File: config.mk
export PLATFORM = sky130hd
export DESIGN_NAME = pwr_seq_ctrl
export DESIGN_NICKNAME = d
export VERILOG_FILES = /design/src/rtl/pwr_seq_pkg.sv /design/src/rtl/pwr_settle_timer.sv /design/src/rtl/pwr_seq_fsm.sv /design/src/rtl/pwr_seq_ctrl.sv
export SDC_FILE = /design/constraint.sdc
export NUM_CORES = 1
export LEC_CHECK = 0
export ABC_CLOCK_PERIOD_IN_PS = 1700
export CAP_MARGIN = 5
export CORE_UTILIZATION = 43
export CTS_CLUSTER_SIZE = 12
export DETAILED_ROUTE_END_ITERATION = 8
export GPL_TIMING_DRIVEN = 0
export HOLD_SLACK_MARGIN = 0.02
export PLACE_DENSITY = 0.77
export RECOVER_POWER = 50
export SLEW_MARGIN = 20
export SYNTH_ARGS = -nofsm -noshare
export SYNTH_HDL_FRONTEND = slang
export SYNTH_SLANG_ARGS = --single-unit
File: constraint.sdc
create_clock -name clk -period 1.7 [get_ports clk]
set_input_delay 0.255 -clock clk [delete_from_list [all_inputs] [get_ports clk]]
set_output_delay 0.255 -clock clk [all_outputs]
set_load 0.05 [all_outputs]
File: src/rtl/pwr_seq_pkg.sv
package pwr_seq_pkg;

    typedef enum logic [3:0] {
        ST_RUN        = 4'd0,
        ST_WAIT_STBY  = 4'd1,
        ST_CLAMP      = 4'd2,
        ST_RESET      = 4'd3,
        ST_OFF        = 4'd4,
        ST_PWR_ON     = 4'd5,
        ST_SETTLE     = 4'd6,
        ST_UNCLAMP    = 4'd7,
        ST_VEC_CLAMP  = 4'd8,
        ST_VEC_DOWN   = 4'd9,
        ST_VEC_UP     = 4'd10,
        ST_VEC_SETTLE = 4'd11
    } seq_state_t;

    typedef struct packed {
        logic clamp_vec;
        logic clamp_ram;
        logic core_rst;
        logic logic_en;
        logic vec_en;
        logic ram_en;
        logic ram_ret;
    } pwr_ctl_t;

endpackage

File: src/rtl/pwr_settle_timer.sv
module pwr_settle_timer #(
    parameter int CNT_W = 8
) (
    input  logic             clk,
    input  logic             rst_n,
    input  logic             load,
    input  logic [CNT_W-1:0] load_val,
    output logic             expired
);
    logic [CNT_W-1:0] cnt_q;

    always_ff @(posedge clk or negedge rst_n) begin
        if (!rst_n) begin
            cnt_q <= '0;
        end else if (load) begin
            cnt_q <= load_val;
        end else if (cnt_q != '0) begin
            cnt_q <= cnt_q - 1'b1;
        end
    end

    assign expired = (cnt_q == '0);
endmodule

File: src/rtl/pwr_seq_fsm.sv
module pwr_seq_fsm
    import pwr_seq_pkg::*;
(
    input  logic     clk,
    input  logic     rst_n,
    input  logic     req_dormant,
    input  logic     req_shutdown,
    input  logic     core_stby_ready,
    input  logic     wake_evt,
    input  logic     dbg_keep_on,
    input  logic     vec_off_req,
    input  logic     pg_logic_ack,
    input  logic     pg_vec_ack,
    input  logic     pg_ram_ack,
    input  logic     tmr_expired,
    output logic     tmr_load,
    output pwr_ctl_t ctl
);
    seq_state_t state_q, state_d;
    logic       shut_q;   // captured mode: 1 = shutdown, 0 = dormant
    logic       emu_q;    // captured debug keep-on
    logic       all_pg;

    assign all_pg = pg_logic_ack & pg_vec_ack & pg_ram_ack;

    // state register and mode capture
    always_ff @(posedge clk or negedge rst_n) begin
        if (!rst_n) begin
            state_q <= ST_RUN;
            shut_q  <= 1'b0;
            emu_q   <= 1'b0;
        end else begin
            state_q <= state_d;
            if (state_q == ST_RUN && state_d == ST_WAIT_STBY) begin
                shut_q <= req_shutdown;
            end
            if (state_q == ST_WAIT_STBY && state_d == ST_CLAMP) begin
                emu_q <= dbg_keep_on;
            end
        end
    end

    // next state
    always_comb begin
        state_d  = state_q;
        tmr_load = 1'b0;
        unique case (state_q)
            ST_RUN: begin
                if (req_dormant || req_shutdown) begin
                    state_d = ST_WAIT_STBY;
                end else if (vec_off_req) begin
                    state_d = ST_VEC_CLAMP;
                end
            end
            ST_WAIT_STBY: if (core_stby_ready) state_d = ST_CLAMP;
            ST_CLAMP:     state_d = ST_RESET;
            ST_RESET:     state_d = ST_OFF;
            ST_OFF:       if (wake_evt) state_d = ST_PWR_ON;
            ST_PWR_ON: begin
                if (all_pg) begin
                    state_d  = ST_SETTLE;
                    tmr_load = 1'b1;
                end
            end
            ST_SETTLE:    if (tmr_expired) state_d = ST_UNCLAMP;
            ST_UNCLAMP:   state_d = ST_RUN;
            ST_VEC_CLAMP: state_d = ST_VEC_DOWN;
            ST_VEC_DOWN:  if (!vec_off_req) state_d = ST_VEC_UP;
            ST_VEC_UP: begin
                if (pg_vec_ack) begin
                    state_d  = ST_VEC_SETTLE;
                    tmr_load = 1'b1;
                end
            end
            ST_VEC_SETTLE: if (tmr_expired) state_d = ST_RUN;
            default:       state_d = ST_RUN;
        endcase
    end

    // output decode from state and captured mode
    always_comb begin
        ctl = '{clamp_vec: 1'b0, clamp_ram: 1'b0, core_rst: 1'b0,
                logic_en: 1'b1, vec_en: 1'b1, ram_en: 1'b1, ram_ret: 1'b0};
        unique case (state_q)
            ST_RUN, ST_WAIT_STBY: ;
            ST_CLAMP: begin
                ctl.clamp_vec = 1'b1;
                ctl.clamp_ram = 1'b1;
            end
            ST_RESET, ST_PWR_ON, ST_SETTLE: begin
                ctl.clamp_vec = 1'b1;
                ctl.clamp_ram = 1'b1;
                ctl.core_rst  = 1'b1;
            end
            ST_OFF: begin
                ctl.clamp_vec = 1'b1;
                ctl.clamp_ram = 1'b1;
                ctl.core_rst  = 1'b1;
                ctl.logic_en  = emu_q;
                ctl.vec_en    = emu_q;
                ctl.ram_en    = emu_q;
                ctl.ram_ret   = !emu_q && !shut_q;
            end
            ST_UNCLAMP: ctl.core_rst = 1'b1;
            ST_VEC_CLAMP, ST_VEC_UP, ST_VEC_SETTLE: ctl.clamp_vec = 1'b1;
            ST_VEC_DOWN: begin
                ctl.clamp_vec = 1'b1;
                ctl.vec_en    = 1'b0;
            end
            default: ;
        endcase
    end
endmodule

File: src/rtl/pwr_seq_ctrl.sv
module pwr_seq_ctrl
    import pwr_seq_pkg::*;
#(
    parameter int CNT_W = 8
) (
    input  logic             clk,
    input  logic             rst_n,
    input  logic             req_dormant,
    input  logic             req_shutdown,
    input  logic             core_stby_ready,
    input  logic             wake_evt,
    input  logic             dbg_keep_on,
    input  logic             vec_off_req,
    input  logic [CNT_W-1:0] settle_cycles,
    input  logic             pg_logic_ack,
    input  logic             pg_vec_ack,
    input  logic             pg_ram_ack,
    output logic             clamp_vec,
    output logic             clamp_ram,
    output logic             core_rst,
    output logic             pwr_logic_en,
    output logic             pwr_vec_en,
    output logic             pwr_ram_en,
    output logic             ram_retain
);
    pwr_ctl_t ctl;
    logic     tmr_load;
    logic     tmr_expired;

    pwr_seq_fsm fsm_i (
        .clk             (clk),
        .rst_n           (rst_n),
        .req_dormant     (req_dormant),
        .req_shutdown    (req_shutdown),
        .core_stby_ready (core_stby_ready),
        .wake_evt        (wake_evt),
        .dbg_keep_on     (dbg_keep_on),
        .vec_off_req     (vec_off_req),
        .pg_logic_ack    (pg_logic_ack),
        .pg_vec_ack      (pg_vec_ack),
        .pg_ram_ack      (pg_ram_ack),
        .tmr_expired     (tmr_expired),
        .tmr_load        (tmr_load),
        .ctl             (ctl)
    );

    pwr_settle_timer #(.CNT_W(CNT_W)) tmr_i (
        .clk      (clk),
        .rst_n    (rst_n),
        .load     (tmr_load),
        .load_val (settle_cycles),
        .expired  (tmr_expired)
    );

    assign clamp_vec    = ctl.clamp_vec;
    assign clamp_ram    = ctl.clamp_ram;
    assign core_rst     = ctl.core_rst;
    assign pwr_logic_en = ctl.logic_en;
    assign pwr_vec_en   = ctl.vec_en;
    assign pwr_ram_en   = ctl.ram_en;
    assign ram_retain   = ctl.ram_ret;
endmodule

## Word level (Yosys, flattened, before mapping)

Index checks and enable logic that the tools add are counted.

| storage, ports and cells | value |
|---|---|
| register bits after elaboration | 14 |
| input bits | 19 |
| output and inout port bits | 7 |
| logic and storage cells | 54 |

| cells by class | value |
|---|---|
| add/sub/neg operators | 1 |
| equality and inequality tests | 13 |
| multiplexer cells | 21 |
| bitwise gates (word level) | 2 |
| reduce and logical (&&, ||, !) cells | 13 |

Operators by type and width:

| kind | number |
|---|---|
| $pmux W4 S11 | 1 |
| $mux W4 | 9 |
| $eq A4 B3 Y1 const B | 4 |
| $eq A4 B4 Y1 const B | 4 |
| $mux W8 | 2 |
| $eq A4 B2 Y1 const B | 3 |
| $reduce_or A5 Y1 | 2 |
| $reduce_or A9 Y1 | 1 |
| $eq A4 B1 Y1 const B | 2 |
| $logic_not A8 Y1 | 1 |
| $reduce_bool A8 Y1 | 1 |
| $sub A8 B1 Y8 const B | 1 |
| $mux W1 | 6 |
| $logic_not A4 Y1 | 1 |
| $pmux W1 S2 | 2 |
| $logic_and A1 B1 Y1 | 3 |
| $and A1 B1 Y1 | 2 |
| $logic_not A1 Y1 | 2 |
| $mux W2 | 1 |
| $reduce_bool A2 Y1 | 1 |
| $logic_or A1 B1 Y1 | 1 |

## Longest topological paths before layout

Gate-level depths: netlist of run 1.

| logic depth | value |
|---|---|
| depth in word-level cells | 6 |
| mapped depth | 6 |
| gate-level depth less buffers | 6 |

## By module

From an unflattened synthesis of run 1, not the netlist that was laid out.

| second synthesis, totals | value |
|---|---|
| cell total of the unflattened synthesis | 122 |
| area, all modules | 1024.7 um^2 |

Modules (own cells, without submodules):

| module | times used | cells an instance | area an instance (um^2) | sequential area each (um^2) |
|---|---|---|---|---|
| pwr_seq_fsm | 1 | 68 | 548.0 | 150.1 |
| pwr_settle_timer | 1 | 54 | 476.7 | 200.2 |

## Worst setup path after synthesis of run 1

Ideal clock, no wire load.

| timing path | value |
|---|---|
| path type | flip-flop to output port |
| from | reg fsm_i.state_q[3] |
| to | out ram_retain |
| arrival | 2065 ps |
| required time | 1445 ps |
| setup slack | -620 ps |
| cell stages (with the launch flop) | 6 |
| buffers on the path | 1 |
| cell sequence | dfrtp_1 buf_2 nand2b_1 or3_1 or2_2 nor2_1 |

| between the ends | value |
|---|---|
| longest elaborated chain between the ends | 2 |

Ends and longest elaborated chain:

| what | RTL line | text |
|---|---|---|
| from (decl) | pwr_seq_fsm.sv:19 | `seq_state_t state_q, state_d;` |
| from (signal assigned) | pwr_seq_fsm.sv:33 | `state_q <= state_d;` |
| $eq A4 B3 Y1 | pwr_seq_fsm.sv:84 | `unique case (state_q)` |
| $mux W2 | pwr_seq_fsm.sv:84 |  |
| to (decl) | pwr_seq_ctrl.sv:24 | `output logic ram_retain` |

No other way between the ends.

## Final worst setup path of run 1

| timing path | value |
|---|---|
| from | reg fsm_i.state_q[0] |
| to | out pwr_ram_en |

| between the ends | value |
|---|---|
| longest elaborated chain between the ends | 2 |

Ends and longest elaborated chain:

| what | RTL line | text |
|---|---|---|
| $eq A4 B3 Y1 | pwr_seq_fsm.sv:84 |  |
| $mux W2 | pwr_seq_fsm.sv:84 |  |
| to (decl) | pwr_seq_ctrl.sv:23 | `output logic pwr_ram_en,` |

No other way between the ends.

==> impl_summary.log, run 1 <==
[metrics] status: finished, violations left
[metrics] violations in the final reports: negative setup slack
[metrics] global-route usage over all layers: 23.2%
[metrics] Setup Viol. Count Final: 9
[metrics] commonest cells in the synthesized netlist: sky130_fd_sc_hd__dfrtp_1, sky130_fd_sc_hd__nor2_1, sky130_fd_sc_hd__inv_1, sky130_fd_sc_hd__nand2_1
[metrics] synthesis-to-layout area growth: 64.6%
[metrics] cell types occupying the most area after synthesis: sky130_fd_sc_hd__dfrtp_1, sky130_fd_sc_hd__nor2_1, sky130_fd_sc_hd__mux2_2, sky130_fd_sc_hd__mux2i_1, sky130_fd_sc_hd__xor2_1
[metrics] number of buffers created by CTS: 3
[metrics] worst skew pair latency: between 0.2 and 0.3 ns
[metrics] maximum number of pins on one net before global-route repair: 15
[metrics] post-synthesis cell type count: between 40 and 50
[metrics] most used flip-flop cell after synthesis: sky130_fd_sc_hd__dfrtp_1
[metrics] Hold WC Path Type: input pin to asynchronous set/reset pin
[metrics] hold violation total from the final report: 0
[metrics] Chip Width: about 50 µm
[metrics] cts-stage hold buffer count: 0
[metrics] antenna violations before repair: 0
[metrics] clock tree from TritonCTS: built
[metrics] leakage power: 0.000697 µW
[metrics] FF/Latch Area: 354 µm²
[metrics] fraction of post-synthesis cell area in the top cell type by area: 36.1%
[metrics] Avg Synthesized Cell Area: about 8.7 µm²
[metrics] max frequency: slightly above 500 MHz
[metrics] Starting DRT DRC Count: 22
[metrics] class of the most critical setup path: flip-flop to output port
[metrics] share of the clock period used by the worst path after layout: 117%
[metrics] sequential element share of the synthesized area: 36.1%
[metrics] CP required: 1.44 ns
[metrics] launching instance or port of the critical path: fsm_i.state_q[0]
[metrics] NumNets Final: 180
[metrics] number of warning messages in the yosys log: 0
[metrics] Num Clock Sinks: 14
[metrics] final-report max-slew violation count: 0
[metrics] tightest slew margin relative to the limit: 57.4%
[metrics] net count of the mapped netlist: 132
[metrics] worst supply voltage drop on vdd: 0.537 mV
[metrics] Setup TNS: -1.22 ns
[metrics] root buffer selected by CTS: sky130_fd_sc_hd__clkbuf_4
[metrics] Floorplan Core Area: 0.00204 mm²
[metrics] origin of the critical flop-to-flop path: tmr_i.cnt_q[0]
[metrics] mean number of vias per cell: 5.58
[metrics] overall via count from detail_route: 1038
[metrics] crit path time final: 1.99 ns
[metrics] most instantiated library cell after synthesis: sky130_fd_sc_hd__dfrtp_1
[metrics] Ant. Diodes: 0
[metrics] wire length of the first global-routing pass: between 4000 and 5000 µm
[metrics] final global-route overflow total: 0
[metrics] post-DP HPWL: 1750 µm
[metrics] detailed-route wire length: about 2800 µm
[metrics] Placement Rows: 16
[metrics] peak fanout along the critical path: 3
[metrics] most area-hungry cell type in the Yosys netlist: sky130_fd_sc_hd__dfrtp_1
[metrics] vertical extent of the die: 49.5 µm
[metrics] number of enable-type register cells in the synthesized netlist: 0
[metrics] Post-synth ARST share: 100%
[metrics] Slew @ Worst Pin: 0.637 ns
[metrics] area enclosed by the die boundary: 0.00245 mm²
[metrics] Initial DRT Pass Iterations: 4
[metrics] Layout fillers: between 100 and 150
[metrics] number of maximum-capacitance constraint violations: 0
[metrics] # port buffers: 25
[metrics] drt drc: 0
[metrics] total area of multi-input combinational cells: a little under 700 µm²
[metrics] Initial Utilization: 47.5%
[metrics] final worst slack: -0.290 ns
[metrics] setup clock skew after layout: between 0.0015 and 0.002 ns
[metrics] pwr dens: 400 mW/mm²
[metrics] pre-CTS setup slack: -0.732 ns
[metrics] maximum clock path buffer count: 2
[metrics] post-synthesis register bit count: 14
[metrics] Top-Level Pins: 26
[metrics] share of cells above drive strength 1: 40.9%
[metrics] clock slew at reported path FFs: 0.08 ns
[metrics] instance count of the mapped netlist: 112
[metrics] CP endpoint kind: output port
[metrics] worst path arrival time: roughly 1.7 ns
[metrics] unrepaired setup endpoints after global routing: true
[metrics] launching element type of the critical path: flip-flop
[metrics] post-detailed-route count of antenna-violating nets: 0
[metrics] final estimated routing congestion in global placement: 0.901
[metrics] Cell Area, Synth: 971 µm²
[metrics] post-detailed-route wirelength per cell: approximately 15 µm
[metrics] number of levels the H-tree was split into: 1
[metrics] via count of the first global-routing pass: approximately 1000
## power breakdown
part	switching, µW	leakage [µW]	internal, µW
registers	2.67	0.000144	335
logic	19.7	0.000532	42.0
clock network	110	0.0000210	130
total	132	0.000697	508
## placed cells by master, fill, tap and decap left out, types with 4 or more instances in the layout
master | Yosys | final
sky130_fd_sc_hd__buf_4 | 1 | 20
sky130_fd_sc_hd__clkbuf_4 | 0 | 5
sky130_fd_sc_hd__o21ai_0 | 4 | 4
sky130_fd_sc_hd__clkdlybuf4s50_1 | 0 | 17
sky130_fd_sc_hd__buf_6 | 0 | 6
sky130_fd_sc_hd__nor2_1 | 13 | 12
sky130_fd_sc_hd__inv_1 | 6 | 5
sky130_fd_sc_hd__nand2_1 | 6 | 5
sky130_fd_sc_hd__dfrtp_1 | 14 | 11
## state kept, by name, summed over array words and instances (netlist names)
register / cells
fsm_i.emu_q: 1
tmr_i.cnt_q: 8
fsm_i.state_q: 4
fsm_i.shut_q: 1
## per-layer routing
layer | share of wire, % | track usage [%] | vias to the layer above
met3 | 4.1 | 7.41 | 4
li1 | - | - | 497
met2 | 49 | 35.8 | 27
met1 | 46 | 31.1 | 510
met4 | 0.61 | 6.19 | 0
met5 | 0 | 0 | -
## through the flow
step                std cells  cell area (µm²)  total power [µW]  hold slack [ns]  utilization [%]
finish                    186             1600               640            0.430             78.2
global route              186             1600               675            0.467             78.2
CTS                       180             1490               648            0.373             73.1
detailed placement        164             1310               404            0.523             64.0
global placement          164             1310               403            0.515             64.0
floorplan                 112             1020               353          -0.0406                -
## logic make-up (layout without fill, tap and decap cells)
family,count (synthesis),count (layout),synth area share (%)
xor+xnor,4,4,3.61
fa+ha+maj,1,1,1.29
simple gates,47,47,27.1
flops,14,14,36.1
compound gates,25,25,17.9
buf+inv,14,61,6.31
mux,7,7,7.73
## timing repair
item                                    CTS  global route
pin swaps                                 7             4
setup buffers                            13             6
endpoints found under the setup margin   15            17
gates resized for setup                  64            16
## final cells by class
cell class	count	area share (%)
multi-input cells	84	42.8
well taps	27	2.11
plain buffers	7	4.46
inverters	6	1.41
flip-flops and latches	14	22.2
repair buffers	44	24.7
clock buffers	4	2.27
## worst max-delay path: stages, from the launching register on
cell                      delay [ns]
sky130_fd_sc_hd__dfrtp_1        0.42
sky130_fd_sc_hd__buf_6          0.13
sky130_fd_sc_hd__or3_4          0.38
sky130_fd_sc_hd__or2_4          0.26
sky130_fd_sc_hd__buf_8          0.12
sky130_fd_sc_hd__buf_8          0.14
## path summary, 6_finish.rpt
kind / endpoint / slack (ns) / cells after the start
min reg2reg: fsm_i.emu_q / 0.56 / 1
max in group asynchronous: fsm_i.state_q[2] / 0.82 / 1
min in group clk: tmr_i.cnt_q[2] / 0.54 / 3
max: pwr_ram_en / -0.29 / 5
max reg2reg: fsm_i.state_q[0] / -0.09 / 6
min: tmr_i.cnt_q[6] / 0.43 / 1
Note: power is estimated with default switching activity, not from simulation.
==> run 2, diff against run 1 <==
--- a/config.mk
+++ b/config.mk
@@ -5,9 +5,10 @@
 export SDC_FILE = /design/constraint.sdc
 export NUM_CORES = 1
 export LEC_CHECK = 0
+export ABC_AREA = 1
 export ABC_CLOCK_PERIOD_IN_PS = 1700
 export CAP_MARGIN = 5
-export CORE_UTILIZATION = 43
+export CORE_UTILIZATION = 44
 export CTS_CLUSTER_SIZE = 12
 export DETAILED_ROUTE_END_ITERATION = 8
 export GPL_TIMING_DRIVEN = 0
==> run 2 against run 1 <==
The run now ends clean. Largest cell class unchanged. Register-to-register slack gained 0.26 ns. Critical endpoint unchanged. Via count is 9.1% higher. Non-clock buffer count is 15 lower. Design area is 7.3% lower. Routed wire length is 7.0% lower. Global-route usage is 1.4 points lower. Die area is 7.1% higher.
==> impl_summary.log, run 2 <==
[metrics] status: complete, no violations (was finished, violations left)
[metrics] detailed-route wire length: 2580 µm (was 2770 µm)
[metrics] post-detailed-route wirelength per cell: 11.3 µm (was 14.9 µm)
[metrics] worst skew pair latency: 0.27 ns (was 0.28 ns)
[metrics] number of enable-type register cells in the synthesized netlist: 0 (unchanged)
[metrics] global-route usage over all layers: 21.8% (was 23.2%)
[metrics] Hold WC Path Type: input pin to asynchronous set/reset pin (unchanged)
[metrics] final global-route overflow total: 0 (unchanged)
[metrics] final-report max-slew violation count: 0 (unchanged)
[metrics] depth of the worst register-to-register path: 7 (was 6)
[metrics] crit path time final: 1.65 ns (was 1.99 ns)
[metrics] Setup TNS: 0 ns (was -1.22 ns)
[metrics] leakage power: 0.000735 µW (was 0.000697 µW)
[metrics] Initial Utilization: 47.3% (was 47.5%)
[metrics] FF/Latch Area: 354 µm² (unchanged)
[metrics] origin of the critical flop-to-flop path: tmr_i.cnt_q[0] (unchanged)
[metrics] Avg Synthesized Cell Area: 6.55 µm² (was 8.67 µm²)
[metrics] met3 Track Usage GR: 3.57% (was 7.41%)
[metrics] slowest cell on the critical path: sky130_fd_sc_hd__dfrtp_2 (was sky130_fd_sc_hd__dfrtp_1)
[metrics] Ant. Diodes: 0 (unchanged)
[metrics] number of levels the H-tree was split into: 1 (unchanged)
[metrics] overall via count from detail_route: 1132 (was 1038)
[metrics] leading cell type in the layout, fill and taps excluded: sky130_fd_sc_hd__nand2_1 (was sky130_fd_sc_hd__buf_4)
[metrics] flip-flop count of the largest register after layout: 8 (unchanged)
[metrics] delay of the slowest cell on the worst path: 0.45 ns (was 0.42 ns)
[metrics] register-to-register setup slack: 0.17 ns (was -0.09 ns)
[metrics] peak fanout along the critical path: 4 (was 3)
[metrics] Post-synth ARST share: 100% (unchanged)
[metrics] share of cells above drive strength 1: 23.0% (was 40.9%)
[metrics] drt drc: 0 (unchanged)
[metrics] Setup Viol. Count Final: 0 (was 9)
[metrics] fraction of post-synthesis cell area in the top cell type by area: 32.8% (was 36.1%)
[metrics] CP required: 1.44 ns (about the same)
[metrics] leading cell types in the layout, fill and taps excluded: sky130_fd_sc_hd__nand2_1, sky130_fd_sc_hd__nor2_1, sky130_fd_sc_hd__inv_1, sky130_fd_sc_hd__clkdlybuf4s50_1 (was sky130_fd_sc_hd__buf_4, sky130_fd_sc_hd__clkdlybuf4s50_1, sky130_fd_sc_hd__nor2_1, sky130_fd_sc_hd__dfrtp_1, sky130_fd_sc_hd__buf_6)
[metrics] Layout fillers: 201 (was 132)
[metrics] instance count of the mapped netlist: 163 (was 112)
[metrics] worst path arrival time: 1.40 ns (was 1.73 ns)
[metrics] share of the clock period used by the worst path after layout: 97.2% (was 117%)
[metrics] commonest cells in the synthesized netlist: sky130_fd_sc_hd__nand2_1, sky130_fd_sc_hd__nor2_1, sky130_fd_sc_hd__inv_1 (was sky130_fd_sc_hd__dfrtp_1, sky130_fd_sc_hd__nor2_1, sky130_fd_sc_hd__inv_1, sky130_fd_sc_hd__nand2_1)
[metrics] max frequency: 605 MHz (was 503 MHz)
[metrics] Placement Rows: 17 (was 16)
[metrics] cell types occupying the most area after synthesis: sky130_fd_sc_hd__dfrtp_1, sky130_fd_sc_hd__nand2_1, sky130_fd_sc_hd__nor2_1, sky130_fd_sc_hd__inv_1, sky130_fd_sc_hd__nand3_1 (was sky130_fd_sc_hd__dfrtp_1, sky130_fd_sc_hd__nor2_1, sky130_fd_sc_hd__mux2_2, sky130_fd_sc_hd__mux2i_1, sky130_fd_sc_hd__xor2_1)
[metrics] net count of the mapped netlist: 183 (was 132)
[metrics] most utilized layer in the global route result: met2 (unchanged)
[metrics] most instantiated library cell after synthesis: sky130_fd_sc_hd__nand2_1 (was sky130_fd_sc_hd__dfrtp_1)
[metrics] Chip Width: 51.3 µm (was 49.5 µm)
[metrics] setup clock skew after layout: 0.00292 ns (was 0.00174 ns)
[metrics] total area of multi-input combinational cells: 652 µm² (was 684 µm²)
[metrics] CP endpoint kind: output port (unchanged)
[metrics] Floorplan Core Area: 0.00225 mm² (was 0.00204 mm²)
[metrics] wire length of the first global-routing pass: 4220 µm (was 4350 µm)
[metrics] pwr dens: 1580 mW/mm² (was 400 mW/mm²)
[metrics] mean number of vias per cell: 4.96 (was 5.58)
[metrics] sequential element share of the synthesized area: 32.8% (was 36.1%)
[metrics] clock slew at reported path FFs: 0.08 ns (about the same)
[metrics] Num Clock Sinks: 14 (unchanged)
[metrics] most used flip-flop cell after synthesis: sky130_fd_sc_hd__dfrtp_1 (unchanged)
[metrics] post-detailed-route count of antenna-violating nets: 0 (unchanged)
[metrics] maximum clock path buffer count: 2 (unchanged)
[metrics] Cell Area, Synth: 0.00107 mm² (was 971 µm²)
[metrics] post-synthesis cell type count: 22 (was 42)
[metrics] maximum number of pins on one net before global-route repair: 15 (unchanged)
[metrics] launching element type of the critical path: flip-flop (unchanged)
[metrics] area enclosed by the die boundary: 0.00263 mm² (was 0.00245 mm²)
[metrics] Starting DRT DRC Count: 23 (was 22)
[metrics] number of buffers created by CTS: 3 (unchanged)
[metrics] # port buffers: 25 (unchanged)
[metrics] CP cell instances: inv_2, nand2_4, nor2_4, nand2_4, buf_4, buf_6 (was buf_6, or3_4, or2_4, buf_8, buf_8)
[metrics] via count of the first global-routing pass: 1060 (was 999)
[metrics] delay-heaviest family, CP: flip-flops (was simple AND/OR/NAND/NOR gates)
[metrics] met2 Use GR: 39.5% (was 35.8%)
[metrics] Top reg by flops: tmr_i.cnt_q (unchanged)
[metrics] post-DP HPWL: 1910 µm (was 1750 µm)
[metrics] most area-hungry cell type in the Yosys netlist: sky130_fd_sc_hd__dfrtp_1 (unchanged)
[metrics] vertical extent of the die: 51.3 µm (was 49.5 µm)
[metrics] number of maximum-capacitance constraint violations: 0 (unchanged)
[metrics] class of the most critical setup path: flip-flop to output port (unchanged)
[metrics] largest registers: tmr_i.cnt_q x8, fsm_i.state_q x4 (unchanged)
[metrics] NumNets Final: 222 (was 180)
[metrics] Slew @ Worst Pin: 0.688 ns (was 0.637 ns)
[metrics] worst supply voltage drop on vdd: 1.32 mV (was 0.537 mV)
[metrics] number of warning messages in the yosys log: 0 (unchanged)
[metrics] antenna violations before repair: 0 (unchanged)
[metrics] launching instance or port of the critical path: fsm_i.state_q[0] (unchanged)
[metrics] tightest slew margin relative to the limit: 54.0% (was 57.4%)
[metrics] destination of the worst register-to-register timing path: fsm_i.state_q[3] (was fsm_i.state_q[0])
[metrics] post-synthesis register bit count: 14 (unchanged)
[metrics] clock tree from TritonCTS: built (unchanged)
[metrics] synthesis-to-layout area growth: 38.8% (was 64.6%)
[metrics] Worst path most repeated cell: sky130_fd_sc_hd__nand2_4 (was sky130_fd_sc_hd__buf_8)
[metrics] met1 track utilization from global routing: 25.1% (was 31.1%)
[metrics] root buffer selected by CTS: sky130_fd_sc_hd__clkbuf_4 (unchanged)
[metrics] total power: 2340 µW (was 640 µW)
[metrics] hold violation total from the final report: 0 (unchanged)
[metrics] Initial DRT Pass Iterations: 4 (unchanged)
[metrics] final estimated routing congestion in global placement: 0.890 (was 0.901)
[metrics] Top-Level Pins: 26 (unchanged)
[metrics] Critical path buffers and inverters: 3 (unchanged)
run 2: cell count changes in the layout (fill, tap and decap cells not counted), sizes merged, moves of 5 or more:
cell,previous run,this run
nand3,3,13
inv,6,24
buf,30,16
nand4,0,5
nor2,13,37
nand2,6,51
run 2: worst reg2reg max path, cell delays in order, from the launching register on:
cell                      delay [ns]
sky130_fd_sc_hd__dfrtp_1        0.40
sky130_fd_sc_hd__inv_1          0.13
sky130_fd_sc_hd__ha_1           0.25
sky130_fd_sc_hd__nand2_1        0.16
sky130_fd_sc_hd__nor2_4         0.17
sky130_fd_sc_hd__nor2_1         0.07
sky130_fd_sc_hd__nor2_1         0.13
sky130_fd_sc_hd__nand3_1        0.10
run 2: cells by family after synthesis:
group / synth area share [%]
flops: 32.8
simple gates: 47.5
compound gates: 6.33
buf+inv: 10.6
fa+ha+maj: 1.17
xor+xnor: 1.64
run 2: metrics by stage:
step	setup slack (ns)	hold WS [ns]	std cells	utilization, %	instance area [µm²]
finish	0.0471	0.457	228	65.7	1480
floorplan	-0.121	-0.0406	163	-	1070
detailed placement	-0.508	0.522	216	60.3	1360
global route	-0.0195	0.493	228	65.7	1480
global placement	-0.473	0.517	216	60.3	1360
CTS	0.00852	0.397	224	62.9	1420
run 2: timing repair:
item | CTS | global route
gates resized for setup | 44 | 12
hold buffers | 0 | 0
pin swaps | 1 | 2
setup buffers | 5 | 4
endpoints found under the setup margin | 7 | 6
run 2: cell type report:
cell class	instances	share of cell area, %
Multi-Input combinational cell	123	44.0
Sequential cell	14	23.9
Timing Repair Buffer	34	20.4
Inverter	24	6.25
Tap cell	28	2.36
Clock buffer	3	1.52
Buffer	2	1.52
run 2: worst max path at each step:
stage | to | slack, ns | cells after the start
floorplan | ram_retain | -0.12 | 5
detailed placement | ram_retain | -0.51 | 6
global placement | ram_retain | -0.47 | 6
finish | pwr_ram_en | 0.05 | 6
global route | pwr_ram_en | -0.02 | 6
CTS | clamp_ram | 0.009 | 4
run 2: power breakdown:
part / leakage [µW] / switching (µW) / internal (µW)
clock: 0.0000138 / 103 / 82.0
combinational: 0.000555 / 936 / 552
sequential: 0.000166 / 167 / 498
total: 0.000735 / 1210 / 1130
run 2: routing by layer:
layer / up-vias / share of wire, %
li1: 589 / -
met1: 507 / 45
met3: 2 / 5.4
met4: 0 / 0.54
met2: 34 / 49
met5: - / 0
